--- config.mk ---
export PLATFORM = sky130hd
export DESIGN_NAME = timed_pbus_master
export DESIGN_NICKNAME = d
export VERILOG_FILES = /design/src/rtl/pbus_pkg.sv /design/src/rtl/pbus_ctrl.sv /design/src/rtl/pbus_datapath.sv /design/src/rtl/timed_pbus_master.sv
export SDC_FILE = /design/constraint.sdc
export NUM_CORES = 1
export LEC_CHECK = 0
export BUFFER_PORTS_ARGS = -buffer_cell sky130_fd_sc_hd__buf_2
export CAP_MARGIN = 0
export CORE_ASPECT_RATIO = 1.75
export CORE_MARGIN = 3
export CORE_UTILIZATION = 40
export DETAILED_ROUTE_END_ITERATION = 10
export PLACE_DENSITY = 0.69
export RECOVER_POWER = 25
export SLEW_MARGIN = 10
export SYNTH_ARGS = -nofsm -noshare
export SYNTH_HDL_FRONTEND = slang
export SYNTH_SLANG_ARGS = --single-unit
--- constraint.sdc ---
create_clock -name clk -period 2.09 [get_ports clk]
set_input_delay 0.209 -clock clk [delete_from_list [all_inputs] [get_ports clk]]
set_output_delay 0.209 -clock clk [all_outputs]
set_load 0.01 [all_outputs]
--- src/rtl/pbus_pkg.sv ---
package pbus_pkg;

  // Whole clock cycles covering a time limit, never fewer than one.
  function automatic int unsigned phaseCycles(int unsigned limitPs, int unsigned periodPs);
    int unsigned n;
    n = (limitPs + periodPs - 1) / periodPs;
    if (n < 1) n = 1;
    return n;
  endfunction

  function automatic int unsigned maxOf(int unsigned a, int unsigned b);
    return (a > b) ? a : b;
  endfunction

  typedef enum logic [2:0] {
    PH_IDLE,
    PH_WSETUP,
    PH_WLOW,
    PH_WREC,
    PH_RADDR,
    PH_RLOW,
    PH_RREC
  } phase_t;

  // Strobes from the sequencer to the datapath.
  typedef struct packed {
    logic accept;    // latch the command this cycle
    logic driveBus;  // output enable for the next cycle
    logic wrActive;  // write strobe low in the next cycle
    logic rdActive;  // read strobe low in the next cycle
    logic capture;   // sample the bus at this edge
    logic finish;    // raise done in the next cycle
  } busCtl_t;

endpackage

--- src/rtl/pbus_ctrl.sv ---
module pbus_ctrl
  import pbus_pkg::*;
#(
  parameter int unsigned CLK_PERIOD_PS      = 4000,
  parameter int unsigned ADDR_SETUP_PS      = 1000,
  parameter int unsigned DATA_SETUP_PS      = 3800,
  parameter int unsigned WR_LOW_PS          = 2100,
  parameter int unsigned WR_HIGH_PS         = 3800,
  parameter int unsigned WR_CYCLE_PS        = 10500,
  parameter int unsigned RD_ADDR_VALID_PS   = 92000,
  parameter int unsigned RD_STROBE_VALID_PS = 69000,
  parameter int unsigned RD_LOW_PS          = 69000,
  parameter int unsigned RD_HIGH_PS         = 50000,
  parameter int unsigned RD_RELEASE_PS      = 50000
) (
  input  logic    clk,
  input  logic    rstN,
  input  logic    reqValid,
  input  logic    reqWrite,
  output logic    ready,
  output busCtl_t ctl
);

  // Write phases
  localparam int unsigned WSETUP_CYC = maxOf(phaseCycles(ADDR_SETUP_PS, CLK_PERIOD_PS),
                                             phaseCycles(DATA_SETUP_PS, CLK_PERIOD_PS));
  localparam int unsigned WLOW_CYC   = phaseCycles(WR_LOW_PS, CLK_PERIOD_PS);
  localparam int unsigned WFULL_CYC  = phaseCycles(WR_CYCLE_PS, CLK_PERIOD_PS);
  localparam int unsigned WFILL_CYC  = (WFULL_CYC > WSETUP_CYC + WLOW_CYC)
                                       ? WFULL_CYC - WSETUP_CYC - WLOW_CYC : 1;
  localparam int unsigned WREC_CYC   = maxOf(phaseCycles(WR_HIGH_PS, CLK_PERIOD_PS), WFILL_CYC);

  // Read phases
  localparam int unsigned RADDR_CYC  = 1;
  localparam int unsigned RAV_CYC    = phaseCycles(RD_ADDR_VALID_PS, CLK_PERIOD_PS);
  localparam int unsigned RAV_LOW    = (RAV_CYC > RADDR_CYC) ? RAV_CYC - RADDR_CYC : 1;
  localparam int unsigned RLOW_CYC   = maxOf(maxOf(phaseCycles(RD_LOW_PS, CLK_PERIOD_PS),
                                                   phaseCycles(RD_STROBE_VALID_PS, CLK_PERIOD_PS)),
                                             RAV_LOW);
  localparam int unsigned RREC_CYC   = maxOf(phaseCycles(RD_HIGH_PS, CLK_PERIOD_PS),
                                             phaseCycles(RD_RELEASE_PS, CLK_PERIOD_PS));

  localparam int unsigned MAX_CYC    = maxOf(maxOf(WSETUP_CYC, WLOW_CYC),
                                             maxOf(WREC_CYC, maxOf(RLOW_CYC, RREC_CYC)));
  localparam int unsigned CNT_W      = $clog2(MAX_CYC + 1);

  phase_t             phase, phaseNext;
  logic [CNT_W-1:0]   cnt;
  logic               lastCycle;
  logic               advance;

  function automatic logic [CNT_W-1:0] phaseLoad(phase_t p);
    case (p)
      PH_WSETUP: return CNT_W'(WSETUP_CYC - 1);
      PH_WLOW:   return CNT_W'(WLOW_CYC - 1);
      PH_WREC:   return CNT_W'(WREC_CYC - 1);
      PH_RADDR:  return CNT_W'(RADDR_CYC - 1);
      PH_RLOW:   return CNT_W'(RLOW_CYC - 1);
      PH_RREC:   return CNT_W'(RREC_CYC - 1);
      default:   return '0;
    endcase
  endfunction

  assign lastCycle = (cnt == '0);

  always_comb begin
    phaseNext = phase;
    case (phase)
      PH_IDLE:   if (reqValid) phaseNext = reqWrite ? PH_WSETUP : PH_RADDR;
      PH_WSETUP: if (lastCycle) phaseNext = PH_WLOW;
      PH_WLOW:   if (lastCycle) phaseNext = PH_WREC;
      PH_WREC:   if (lastCycle) phaseNext = PH_IDLE;
      PH_RADDR:  if (lastCycle) phaseNext = PH_RLOW;
      PH_RLOW:   if (lastCycle) phaseNext = PH_RREC;
      PH_RREC:   if (lastCycle) phaseNext = PH_IDLE;
      default:   phaseNext = PH_IDLE;
    endcase
  end

  assign advance = (phase == PH_IDLE) ? reqValid : lastCycle;

  always_ff @(posedge clk) begin
    if (!rstN) begin
      phase <= PH_IDLE;
      cnt   <= '0;
    end else begin
      phase <= phaseNext;
      if (advance)          cnt <= phaseLoad(phaseNext);
      else if (!lastCycle)  cnt <= cnt - 1'b1;
    end
  end

  assign ready = (phase == PH_IDLE);

  always_comb begin
    ctl.accept   = (phase == PH_IDLE) && reqValid;
    ctl.driveBus = (phaseNext == PH_WSETUP) || (phaseNext == PH_WLOW) || (phaseNext == PH_WREC);
    ctl.wrActive = (phaseNext == PH_WLOW);
    ctl.rdActive = (phaseNext == PH_RLOW);
    ctl.capture  = (phase == PH_RLOW) && lastCycle;
    ctl.finish   = ((phase == PH_WREC) || (phase == PH_RREC)) && lastCycle;
  end

endmodule

--- src/rtl/pbus_datapath.sv ---
module pbus_datapath
  import pbus_pkg::*;
#(
  parameter int unsigned ADDR_W = 8,
  parameter int unsigned DATA_W = 16,
  parameter int unsigned BYTE_W = 8
) (
  input  logic              clk,
  input  logic              rstN,
  input  busCtl_t           ctl,
  input  logic              reqWide,
  input  logic [ADDR_W-1:0] reqAddr,
  input  logic [DATA_W-1:0] reqWdata,
  input  logic [DATA_W-1:0] busDin,
  output logic [ADDR_W-1:0] busAddr,
  output logic [DATA_W-1:0] busDout,
  output logic              busOe,
  output logic              busWrN,
  output logic              busRdN,
  output logic              busWide,
  output logic [DATA_W-1:0] rdData,
  output logic              done
);

  localparam int unsigned LANES = DATA_W / BYTE_W;

  logic [DATA_W-1:0] wrMasked;
  logic [DATA_W-1:0] rdMasked;

  // Lane 0 always carries data; upper lanes only in wide mode.
  for (genvar g = 0; g < LANES; g++) begin : gLane
    if (g == 0) begin : gBase
      assign wrMasked[g*BYTE_W +: BYTE_W] = reqWdata[g*BYTE_W +: BYTE_W];
      assign rdMasked[g*BYTE_W +: BYTE_W] = busDin[g*BYTE_W +: BYTE_W];
    end else begin : gUpper
      assign wrMasked[g*BYTE_W +: BYTE_W] = reqWide ? reqWdata[g*BYTE_W +: BYTE_W] : '0;
      assign rdMasked[g*BYTE_W +: BYTE_W] = busWide ? busDin[g*BYTE_W +: BYTE_W] : '0;
    end
  end

  always_ff @(posedge clk) begin
    if (!rstN) begin
      busAddr <= '0;
      busDout <= '0;
      busWide <= 1'b0;
      busOe   <= 1'b0;
      busWrN  <= 1'b1;
      busRdN  <= 1'b1;
      rdData  <= '0;
      done    <= 1'b0;
    end else begin
      if (ctl.accept) begin
        busAddr <= reqAddr;
        busDout <= wrMasked;
        busWide <= reqWide;
      end
      busOe  <= ctl.driveBus;
      busWrN <= !ctl.wrActive;
      busRdN <= !ctl.rdActive;
      if (ctl.capture) rdData <= rdMasked;
      done <= ctl.finish;
    end
  end

endmodule

--- src/rtl/timed_pbus_master.sv ---
module timed_pbus_master
  import pbus_pkg::*;
#(
  parameter int unsigned CLK_PERIOD_PS      = 4000,
  parameter int unsigned ADDR_W             = 8,
  parameter int unsigned DATA_W             = 16,
  parameter int unsigned BYTE_W             = 8,
  parameter int unsigned ADDR_SETUP_PS      = 1000,
  parameter int unsigned DATA_SETUP_PS      = 3800,
  parameter int unsigned WR_LOW_PS          = 2100,
  parameter int unsigned WR_HIGH_PS         = 3800,
  parameter int unsigned WR_CYCLE_PS        = 10500,
  parameter int unsigned RD_ADDR_VALID_PS   = 92000,
  parameter int unsigned RD_STROBE_VALID_PS = 69000,
  parameter int unsigned RD_LOW_PS          = 69000,
  parameter int unsigned RD_HIGH_PS         = 50000,
  parameter int unsigned RD_RELEASE_PS      = 50000
) (
  input  logic              clk,
  input  logic              rstN,
  input  logic              reqValid,
  input  logic              reqWrite,
  input  logic              reqWide,
  input  logic [ADDR_W-1:0] reqAddr,
  input  logic [DATA_W-1:0] reqWdata,
  output logic              ready,
  output logic              done,
  output logic [DATA_W-1:0] rdData,
  output logic [ADDR_W-1:0] busAddr,
  output logic [DATA_W-1:0] busDout,
  output logic              busOe,
  input  logic [DATA_W-1:0] busDin,
  output logic              busRdN,
  output logic              busWrN,
  output logic              busWide
);

  busCtl_t ctl;

  pbus_ctrl #(
    .CLK_PERIOD_PS      (CLK_PERIOD_PS),
    .ADDR_SETUP_PS      (ADDR_SETUP_PS),
    .DATA_SETUP_PS      (DATA_SETUP_PS),
    .WR_LOW_PS          (WR_LOW_PS),
    .WR_HIGH_PS         (WR_HIGH_PS),
    .WR_CYCLE_PS        (WR_CYCLE_PS),
    .RD_ADDR_VALID_PS   (RD_ADDR_VALID_PS),
    .RD_STROBE_VALID_PS (RD_STROBE_VALID_PS),
    .RD_LOW_PS          (RD_LOW_PS),
    .RD_HIGH_PS         (RD_HIGH_PS),
    .RD_RELEASE_PS      (RD_RELEASE_PS)
  ) uCtrl (
    .clk      (clk),
    .rstN     (rstN),
    .reqValid (reqValid),
    .reqWrite (reqWrite),
    .ready    (ready),
    .ctl      (ctl)
  );

  pbus_datapath #(
    .ADDR_W (ADDR_W),
    .DATA_W (DATA_W),
    .BYTE_W (BYTE_W)
  ) uPath (
    .clk      (clk),
    .rstN     (rstN),
    .ctl      (ctl),
    .reqWide  (reqWide),
    .reqAddr  (reqAddr),
    .reqWdata (reqWdata),
    .busDin   (busDin),
    .busAddr  (busAddr),
    .busDout  (busDout),
    .busOe    (busOe),
    .busWrN   (busWrN),
    .busRdN   (busRdN),
    .busWide  (busWide),
    .rdData   (rdData),
    .done     (done)
  );

endmodule

==> out/qor.yml <==
start_util_pct: 42.0
worstMarginPinSlew_ps: 432
seq_power_share_pct: 40.1
final.min_clock_period_ps: 1910
fp.dieH_um: 102
antenna_left: 0
floorplan.die_area_um2: 6260
hp-start: "reqWdata[2]"
path_buf_inv: 2
power.density_nw_per_um2: 1220
timing.setup.tns_ps: 0
reg2reg_from: "uCtrl.cnt[0]$_SDFFE_PN0P_"
r2r_endpoint: "uPath.busWrN$_SDFF_PN1_"
cts_root_buffer: "clkbuf_8"
dr.first_iter.drc_count: 32
cp_slowest_stage_delay_ps: 460
power_switching_mw: 1.24
hold_end: "uPath.busDout[2]$_SDFFE_PN0P_"
detail_route.wirelength_mm: 4.88
run_status: "completed"
synth.cell_area_um2: 2130
syn-mean-instance-area_um2: 8.14
final_max_slew_viol_count: 0
first_pass_grt_wire_length_mm: 7.94
io_pins: 91
reg2reg_depth: 6
coreArea_um2: 5060
synth_sequential_area_ratio_pct: 49.9
slowest_cp_cell: "or4b_4"
detail_route.vias_per_cell: 5.04
whs_path_depth: 3
portBuffers: 90
hp-class: "in2reg"
post_cts.repair.setup_buffers: 0
worstPathCellList: "inv_1, ha_1, or4b_4, buf_4, or3_1, a211o_1"
final_net_count: 396
dr.pass1.iters: 4
worst-endpoint-arrival_ps: 2100
edff_count_synth: 0
final_hpwl_from_detailed_placement_mm: 3.68
power.clock.fraction_pct: 17.0
cts_max_path_buffers: 2
clock_sink_count: 53
grt_setup_unrepaired: "false"
worst-setup-path-type: "reg2reg"
clk_transition_reported_paths_ps: 100
cpLargestDelayFamily: "simple AND/OR/NAND/NOR gates"
num_vias: 2035
htreeDepth: 2
post_synthesis_register_bit_count: 53
gr-total-overflow: 0
post_route_cells_drive_above_1_share_pct: 25.7
timing.final.setup_violations: 0
timing_hold_violations_final: 0
n_antenna_cell: 0
die-width_um: 61.1
grt_antenna_before_repair: 0
fmax_mhz: 523
routabilityCongestion: 0.811
cap_violations: 0
tritoncts: "built"
pin_count_of_the_biggest_net_entering_global_routing: 26
worstSkewPairLatency_ps: 300
synth_cells: 261
critical_path_peak_fanout: 10
power.static_leakage_nw: 1.12
timing.final.crit_share_pct: 91.5
ys_types: 36
timing.clock.skew_ps: 9.54
fillCellCount: 502
worst_ep_required_time_ps: 2280
ir_drop_mv: 0.710
tightest_slew_margin_relative_to_the_limit_pct: 71.1
synth_net_count: 308
synth.yosys.warnings: 0
comb_power_share_pct: 42.9
gr-usage-all-layers_pct: 16.4
drc: 0
postSynth.asyncResetShare_pct: 0
cts_made_buffers: 5
synth_ff_type: "dfxtp_1"
detail_route.wl_per_cell_um: 12.1
crit_path_end_kind: "register"
setup.worst_path.start_class: "register"
first_global_vias: 1872
placement_rows: 34
synth_to_final_area_change_pct: 26.4
timing.reg2reg.setup_slack_ps: 180
finish.utilization_pct: 53.1
sw_frac_of_total_pct: 37.8
p_int_mw: 2.03
-- stage by stage --
| step | setup WS, ps | power (mW) | hold slack (ps) | instance area, um^2 | std cells |
|---|---|---|---|---|---|
| 2_1_floorplan | 238 | 2.31 | 345 | 2130 | 261 |
| 3_3_place_gp | 176 | 2.74 | 434 | 2630 | 396 |
| 3_5_place_dp | 115 | 2.76 | 442 | 2630 | 396 |
| 4_1_cts | 102 | 3.33 | 125 | 2710 | 404 |
| 5_1_grt | 55.3 | 3.57 | 127 | 2690 | 404 |
| 6_report | 177 | 3.27 | 133 | 2690 | 404 |
-- worst max-delay path by stage --
stage	from	to	slack, ps	cells past startpoint
2_1_floorplan	uCtrl.cnt[0]$_SDFFE_PN0P_	uPath.rdData[6]$_SDFFE_PN0P_	240	8
3_3_place_gp	uCtrl.cnt[0]$_SDFFE_PN0P_	uPath.rdData[4]$_SDFFE_PN0P_	180	6
3_5_place_dp	uCtrl.cnt[0]$_SDFFE_PN0P_	uCtrl.cnt[3]$_SDFFE_PN0P_	120	6
4_1_cts	uCtrl.cnt[0]$_SDFFE_PN0P_	uCtrl.cnt[3]$_SDFFE_PN0P_	100	6
5_1_grt	uCtrl.cnt[0]$_SDFFE_PN0P_	uPath.rdData[14]$_SDFFE_PN0P_	60	8
6_report	uCtrl.cnt[0]$_SDFFE_PN0P_	uPath.busWrN$_SDFF_PN1_	180	6
-- kinds of logic after synthesis --
kind of cell / count (synthesis) / share of synthesized area [%]
simple gates: 112 / 24.0
compound gates: 61 / 15.9
flops: 53 / 49.9
buf+inv: 26 / 6.00
xor+xnor: 5 / 2.06
fa+ha+maj: 3 / 1.65
mux: 1 / 0.471
-- power groups by stage --
| stage | sequential [mW] | clock (mW) | combinational [mW] |
|---|---|---|---|
| after floorplan | 1.36 | 0 | 0.952 |
| final | 1.31 | 0.557 | 1.40 |
| after CTS | 1.31 | 0.586 | 1.44 |
| after global placement | 1.33 | 0 | 1.41 |
| after detailed placement | 1.33 | 0 | 1.43 |
| after global routing | 1.34 | 0.625 | 1.61 |
-- registers in the layout, summed over array words and instances (netlist names) --
signal         count
uPath.busDout     16
uPath.rdData      16
uPath.busAddr      8
uCtrl.cnt          5
uCtrl.phase        3
uPath.busOe        1
uPath.busRdN       1
uPath.busWide      1
uPath.busWrN       1
uPath.done         1
-- synthesized netlist by cell type (2+ instances only) --
| master | n | area [um^2] |
|---|---|---|
| inv_1 | 4 | 15.0 |
| xnor2_1 | 4 | 35.0 |
| dfxtp_1 | 53 | 1060 |
| clkbuf_1 | 12 | 45.0 |
| nand3_1 | 18 | 90.1 |
| a211oi_1 | 3 | 22.5 |
| o21ai_0 | 4 | 20.0 |
| nor3_1 | 5 | 25.0 |
| o211ai_1 | 2 | 15.0 |
| a21oi_1 | 46 | 230 |
| or3_1 | 2 | 12.5 |
| nor2_1 | 4 | 15.0 |
| buf_6 | 3 | 33.8 |
| nand2_1 | 72 | 270 |
| and3_1 | 2 | 12.5 |
| buf_2 | 6 | 30.0 |
| ha_1 | 2 | 25.0 |
-- worst min-delay path, cell delays in order --
cell     delay, ps
buf_2           90
nand2_1         40
a21oi_1         50
-- routing by layer --
metal	global-route usage [%]	vias up	wire length, um
met5	0	-	0
met4	5.34	0	70
met3	3.79	8	284
met2	30.0	56	2620
met1	17.8	918	1910
li1	-	1053	-
-- cells in the final DEF, fill, tap and decap left out, types with 5 or more instances in the layout --
| master | Yosys | routed |
|---|---|---|
| dfxtp_1 | 53 | 53 |
| nand3_1 | 18 | 18 |
| a21oi_1 | 46 | 46 |
| nor3_1 | 5 | 5 |
| buf_2 | 6 | 66 |
| clkbuf_1 | 12 | 25 |
| nand2_1 | 72 | 72 |
| buf_4 | 0 | 12 |
| clkbuf_8 | 0 | 5 |
-- layout make-up --
class / instances / area, um^2 / area share (%)
Clock buffer: 6 / 72.6 / 2.70
Clock inverter: 2 / 13.8 / 0.512
Inverter: 5 / 18.8 / 0.699
Multi-Input combinational cell: 182 / 942 / 35.1
Sequential cell: 53 / 1060 / 39.5
Tap cell: 54 / 67.6 / 2.52
Timing Repair Buffer: 102 / 510 / 19.0
-- repair_timing --
item                                    4_1_cts  5_1_grt
endpoints found under the setup margin        0       12
hold buffers                                  0        0
resized for setup                             0        1
No activity file was read; power rests on OpenSTA's default activity.
